<file path="src/rtl/burst_master_pkg.sv">
package burst_master_pkg;

    typedef enum logic [1:0] {
        TR_IDLE = 2'b00,
        TR_BUSY = 2'b01,
        TR_NSEQ = 2'b10,
        TR_SEQ  = 2'b11
    } trans_e;

    typedef enum logic [1:0] {
        RS_OKAY  = 2'b00,
        RS_ERROR = 2'b01,
        RS_RETRY = 2'b10,
        RS_SPLIT = 2'b11
    } resp_e;

    typedef enum logic {
        ST_IDLE = 1'b0,
        ST_XFER = 1'b1
    } mst_state_e;

endpackage

</file>
<file path="src/rtl/bm_addr_gen.sv">
module bm_addr_gen #(
    parameter int AW    = 32,
    parameter int BEATW = 5,
    parameter int BYTES = 4
) (
    input  logic [AW-1:0]    base,
    input  logic [BEATW-1:0] beat,
    output logic [AW-1:0]    addr
);
    localparam int SH = $clog2(BYTES);

    // Beat index scaled by the transfer size.
    always_comb begin
        addr = base + (AW'(beat) << SH);
    end
endmodule

</file>
<file path="src/rtl/bm_resp_class.sv">
module bm_resp_class
    import burst_master_pkg::*;
(
    input  logic       dvalid,
    input  logic       hready,
    input  logic [1:0] hresp,
    output logic       beat_ok,
    output logic       fail_first,
    output logic       fail_end,
    output logic       is_retry,
    output logic       is_split,
    output logic       is_error
);
    logic not_ok;

    always_comb begin
        not_ok     = (hresp != RS_OKAY);
        beat_ok    = dvalid && hready && !not_ok;
        fail_first = dvalid && !hready && not_ok;
        fail_end   = dvalid && hready && not_ok;
        is_retry   = (hresp == RS_RETRY);
        is_split   = (hresp == RS_SPLIT);
        is_error   = (hresp == RS_ERROR);
    end
endmodule

</file>
<file path="src/rtl/bm_own_track.sv">
module bm_own_track (
    input  logic clk,
    input  logic rst_n,
    input  logic hready,
    input  logic grant,
    input  logic drop,
    output logic own
);
    logic own_d, own_q;

    always_comb begin
        own_d = own_q;
        if (drop)        own_d = 1'b0;
        else if (hready) own_d = grant;
    end

    always_ff @(posedge clk or negedge rst_n) begin
        if (!rst_n) own_q <= 1'b0;
        else        own_q <= own_d;
    end

    assign own = own_q;
endmodule

</file>
<file path="src/rtl/burst_master.sv">
module burst_master
    import burst_master_pkg::*;
#(
    parameter int AW        = 32,
    parameter int DW        = 32,
    parameter int MAX_BEATS = 16,
    localparam int LENW     = $clog2(MAX_BEATS)
) (
    input  logic            clk,
    input  logic            rst_n,
    input  logic            cmd_valid,
    output logic            cmd_ready,
    input  logic [AW-1:0]   cmd_addr,
    input  logic [LENW-1:0] cmd_len,
    input  logic            cmd_write,
    output logic [LENW-1:0] wd_idx,
    input  logic [DW-1:0]   wd_data,
    output logic            rd_valid,
    output logic [LENW-1:0] rd_idx,
    output logic [DW-1:0]   rd_data,
    output logic            done,
    output logic            err,
    output logic            bus_req,
    input  logic            bus_grant,
    output logic [AW-1:0]   haddr,
    output logic [1:0]      htrans,
    output logic            hburst,
    output logic            hwrite,
    output logic [DW-1:0]   hwdata,
    input  logic            hready,
    input  logic [1:0]      hresp,
    input  logic [DW-1:0]   hrdata
);
    localparam int BYTES = DW / 8;
    localparam int BEATW = $clog2(MAX_BEATS + 1);

    typedef struct packed {
        mst_state_e       st;
        logic [AW-1:0]    base;
        logic [LENW-1:0]  last;
        logic             wr;
        logic [BEATW-1:0] abeat;   // next beat for an address phase
        logic             fresh;   // next address phase is NONSEQ
        logic             dvalid;  // a beat is in its data phase
        logic [LENW-1:0]  dbeat;
        logic             cancel;  // second cycle of a failure response
        logic [DW-1:0]    wdata;
        logic             done;
        logic             err;
    } ctl_t;

    ctl_t ctl_d, ctl_q;

    logic own, drop, avail, accept;
    logic beat_ok, fail_first, fail_end, is_retry, is_split, is_error;

    bm_own_track u_own (
        .clk   (clk),
        .rst_n (rst_n),
        .hready(hready),
        .grant (bus_grant),
        .drop  (drop),
        .own   (own)
    );

    bm_resp_class u_resp (
        .dvalid    (ctl_q.dvalid),
        .hready    (hready),
        .hresp     (hresp),
        .beat_ok   (beat_ok),
        .fail_first(fail_first),
        .fail_end  (fail_end),
        .is_retry  (is_retry),
        .is_split  (is_split),
        .is_error  (is_error)
    );

    bm_addr_gen #(.AW(AW), .BEATW(BEATW), .BYTES(BYTES)) u_addr (
        .base(ctl_q.base),
        .beat(ctl_q.abeat),
        .addr(haddr)
    );

    always_comb begin
        ctl_d      = ctl_q;
        ctl_d.done = 1'b0;
        ctl_d.err  = 1'b0;
        drop       = 1'b0;
        avail      = (ctl_q.st == ST_XFER) && own && !ctl_q.cancel
                     && (ctl_q.abeat <= BEATW'(ctl_q.last));
        accept     = avail && hready;

        if (ctl_q.st == ST_IDLE) begin
            if (cmd_valid) begin
                ctl_d.st     = ST_XFER;
                ctl_d.base   = cmd_addr;
                ctl_d.last   = cmd_len;
                ctl_d.wr     = cmd_write;
                ctl_d.abeat  = '0;
                ctl_d.fresh  = 1'b1;
                ctl_d.dvalid = 1'b0;
                ctl_d.cancel = 1'b0;
            end
        end else begin
            // data phase finishing normally
            if (beat_ok) begin
                ctl_d.dvalid = 1'b0;
                if (ctl_q.dbeat == ctl_q.last) begin
                    ctl_d.st   = ST_IDLE;
                    ctl_d.done = 1'b1;
                end
            end
            // address phase taken: it becomes the next data phase
            if (accept) begin
                ctl_d.abeat  = ctl_q.abeat + 1'b1;
                ctl_d.fresh  = 1'b0;
                ctl_d.dvalid = 1'b1;
                ctl_d.dbeat  = ctl_q.abeat[LENW-1:0];
                if (ctl_q.wr) ctl_d.wdata = wd_data;
            end
            if (fail_first) ctl_d.cancel = 1'b1;
            if (fail_end) begin
                ctl_d.cancel = 1'b0;
                ctl_d.dvalid = 1'b0;
                ctl_d.fresh  = 1'b1;
                drop         = 1'b1;
                if (is_error) begin
                    ctl_d.st  = ST_IDLE;
                    ctl_d.err = 1'b1;
                end else if (is_split) begin
                    ctl_d.abeat = BEATW'(ctl_q.dbeat);
                end else if (is_retry) begin
                    ctl_d.abeat = '0;
                end
            end
        end
    end

    always_ff @(posedge clk or negedge rst_n) begin
        if (!rst_n) ctl_q <= '0;
        else        ctl_q <= ctl_d;
    end

    always_comb begin
        cmd_ready = (ctl_q.st == ST_IDLE);
        bus_req   = (ctl_q.st == ST_XFER);
        htrans    = avail ? (ctl_q.fresh ? TR_NSEQ : TR_SEQ) : TR_IDLE;
        hburst    = (ctl_q.last != '0);
        hwrite    = ctl_q.wr;
        hwdata    = ctl_q.wdata;
        wd_idx    = ctl_q.abeat[LENW-1:0];
        rd_valid  = beat_ok && !ctl_q.wr;
        rd_idx    = ctl_q.dbeat;
        rd_data   = hrdata;
        done      = ctl_q.done;
        err       = ctl_q.err;
    end
endmodule

</file>
<file path="config.mk">
export PLATFORM = sky130hd
export DESIGN_NAME = burst_master
export DESIGN_NICKNAME = d
export VERILOG_FILES = /design/src/rtl/burst_master_pkg.sv /design/src/rtl/bm_addr_gen.sv /design/src/rtl/bm_resp_class.sv /design/src/rtl/bm_own_track.sv /design/src/rtl/burst_master.sv
export SDC_FILE = /design/constraint.sdc
export NUM_CORES = 1
export LEC_CHECK = 0
export ABC_AREA = 1
export BUFFER_PORTS_ARGS = -buffer_cell sky130_fd_sc_hd__buf_2
export CAP_MARGIN = 10
export CELL_PAD_IN_SITES_DETAIL_PLACEMENT = 1
export CELL_PAD_IN_SITES_GLOBAL_PLACEMENT = 2
export CORE_ASPECT_RATIO = 1.5
export CORE_MARGIN = 3
export CORE_UTILIZATION = 26
export DETAILED_ROUTE_END_ITERATION = 10
export MAX_ROUTING_LAYER = met4
export PLACE_DENSITY = 0.83
export SYNTH_ARGS = -nofsm -noshare
export SYNTH_HDL_FRONTEND = slang
export SYNTH_SLANG_ARGS = --single-unit
</file>
<file path="constraint.sdc">
create_clock -name clk -period 2.4 [get_ports clk]
set_input_delay 0.36 -clock clk [delete_from_list [all_inputs] [get_ports clk]]
set_output_delay 0.36 -clock clk [all_outputs]
set_load 0.05 [all_outputs]
</file>
==> reports/metrics.csv <==
metric;value;unit
status;finished with violations;
violations;setup timing;
start_kind;register;
timing.final.crit_share;1.18;
synthTopCellsByArea;dfrtp_1, nand2_1, buf_4;
track_usage;0.160;
r2r-start;wd_idx[2];
syn-num-nets;759;
max_freq;353;MHz
io_pins;221;
r2r-end;hwdata[26];
p_leak;3.61;nW
drtIter0Drc;149;
yosys.area.top_type;dfrtp_1;
detail-route-antenna-nets;0;
wl;16100;um
vias;4521;
setup_viol_count_final;23;
r2r_cells;15;
grt_max_degree;51;
synth_seq_area_share;0.423;
crit_fanout;4;
max-slew-margin-rel;0.644;
whs_endpoint;ctl_q[81];
ys_top_cells_by_count;nand2_1, dfrtp_1, buf_4;
period_needed;2830;ps
path_cells;ha_2 -> inv_2 -> fa_2 -> o21ai_2 -> nand2_2 -> a21oi_4 -> buf_12 -> nand4_1 -> xor2_4 -> buf_12;
antenna_found_initial;1;
cpPeakStageDelay;370;ps
crit_family;adder cells;
die_y;176;um
grt_pass1_wl;25800;um
first_pass_iters;4;
nets;879;
core-area;18800;um^2
synth.most_common_cell;nand2_1;
yosys.area.top_type_share;0.423;
clock-sinks;85;
htreeDepth;3;
ys_types;34;
place.gp.congestion;0.798;
avgSynthCellArea;7.86;um^2
io_buffers;156;
path_common_cell;buf_12;
place_area;6150;um^2
rsz0062_at_grt;true;
clk_path_buf_depth;2;
hold_violations;0;
powerDensity;1540;nW/um^2
cp.required;2040;ps
cts_tree;yes;
drcViolationCount;0;
ir_worst_vdd;0.552;mV
syn_area;5030;um^2
cap_violations;0;
cts.clk_slew.worst_paths;60;ps
vias_per_cell;4.45;
fin_worst_skew;6.73;ps
finalSetupTns;-5140;ps
synthCells;640;
async_reset_ff_frac;1.00;
slew_viol_final;0;
dp.final_hpwl;12000;um
wire_per_inst;15.8;um
critPathKind;reg -> out;
root_buffer;clkbuf_16;
synth_ff_type;dfrtp_1;
synth_enable_flop_cells;0;
tightest_slew;535;ps
layout-drive-gt1-share;0.384;
grt_pass1_vias;4935;
critPathCaptureType;output pin;
numCtsBuffers;9;
insertion_delay;340;ps
rows;61;
crit_buf_inv;3;
min_path_type;in -> reg;
initial_utilization;0.268;
synthToLayoutAreaGrowth;39.8;%
n_fill_cell;2280;
stdcell_area;7030;um^2
grt_overflow;0;
fin_ws;-430;ps
whs_path_depth;3;
cp_slowest_cell;dfrtp_1;
die_x;120;um
worstPathArrival;2470;ps
worstHoldStart;cmd_addr[30];
dieArea;21100;um^2
ff2ff_setup_slack;180;ps
ys_ff_latch;85;
yosys_warnings;0;
## cells by family (layout without fill, tap and decap cells)
logic type,count (synthesis),after routing,share of synthesized area
compound gates,36,36,0.0428
xor+xnor,30,30,0.0522
fa+ha+maj,11,11,0.0289
buf+inv,141,264,0.167
flops,85,85,0.423
other cells,0,1,0
simple gates,337,337,0.287
## worst reg2reg max path, delay by kind of cell, from the launching register on
kind	cells	cell delay, ps
buf+inv	5	720
simple gates	9	740
fa+ha+maj	1	240
flops	1	430
## state kept, by name, indices dropped and copies added (netlist names)
signal / flops
ctl_q: 40
hwdata: 32
rd_idx: 4
wd_idx: 4
bus_req: 1
done: 1
err: 1
hwrite: 1
u_own.own: 1
## power by group
part / leakage [nW] / switching (W) / internal [W] / total (W)
registers: 1.07 / 0.000664 / 0.00207 / 0.00274
clock network: 0.143 / 0.000554 / 0.000902 / 0.00146
logic: 2.39 / 0.00450 / 0.00217 / 0.00666
total: 3.61 / 0.00571 / 0.00514 / 0.0109
## worst max path at each step
stage               from         to  depth (start not counted)  slack [ps]
2_1_floorplan  wd_idx[0]  haddr[18]                          9        -150
5_1_grt        ctl_q[53]  haddr[24]                         10        -550
3_3_place_gp   wd_idx[0]  haddr[18]                         11         -60
3_5_place_dp   ctl_q[53]  haddr[30]                         11        -100
6_report       ctl_q[53]  haddr[28]                         10        -430
4_1_cts        ctl_q[53]  haddr[28]                         10        -460
## per-stage QoR
step	hold WS [ps]	instances	util	total power (W)	setup WS (ps)
3_3_place_gp	374	990	0.327	0.00869	-62.0
2_1_floorplan	64.4	640	-	0.00745	-155
5_1_grt	218	1016	0.374	0.0116	-550
4_1_cts	197	1009	0.363	0.0107	-461
6_report	211	1016	0.374	0.0109	-430
3_5_place_dp	378	990	0.327	0.00877	-105
## cell type report
class | count | area [um^2] | area share
inverters | 47 | 179 | 0.0255
well taps | 252 | 315 | 0.0449
clock buffers | 12 | 236 | 0.0336
repair buffers | 203 | 1480 | 0.210
flip-flops and latches | 85 | 2130 | 0.303
clock inverters | 2 | 60.1 | 0.00854
diodes | 1 | 2.50 | 0.000356
multi-input cells | 414 | 2630 | 0.374
## metal layers
layer / GRT usage / vias up / wire length, um
met2: 0.292 / 118 / 8790
li1: - / 2170 / -
met1: 0.169 / 2196 / 6060
met3: 0.0266 / 37 / 777
met4: 0.0707 / 0 / 425
met5: - / - / 0
## cell usage in the layout (no fill, tap or decap), types with 2 or more instances in the layout
| master | instances |
|---|---|
| nand2_1 | 209 |
| buf_8 | 4 |
| inv_2 | 3 |
| dfrtp_1 | 84 |
| buf_6 | 26 |
| nor4_1 | 2 |
| inv_1 | 42 |
| a32oi_1 | 2 |
| a21oi_1 | 4 |
| xor2_1 | 3 |
| bufinv_16 | 2 |
| nand2_4 | 8 |
| nor2_4 | 9 |
| o21ai_0 | 20 |
| buf_2 | 126 |
| nor2_1 | 24 |
| xor2_2 | 13 |
| o211ai_1 | 2 |
| clkbuf_16 | 9 |
| nand3_1 | 44 |
| nand4_1 | 16 |
| nand3_4 | 3 |
| xnor2_4 | 3 |
| buf_12 | 11 |
| nor2_2 | 3 |
| xnor2_1 | 3 |
| nand3_2 | 3 |
| nor3_1 | 3 |
| ha_1 | 5 |
| buf_4 | 35 |
| nand2_2 | 8 |
| a21oi_4 | 4 |
| clkbuf_1 | 3 |
| ha_4 | 4 |
| xor2_4 | 7 |
| a21oi_2 | 2 |
## repair_timing
action	4_1_cts	5_1_grt
hold endpoints to repair	2	0
endpoints found under the setup margin	28	29
hold buffers	1	0
pin swaps	14	11
resized for setup	84	31
setup buffers	4	6
Power figures use the tool's default switching activity.
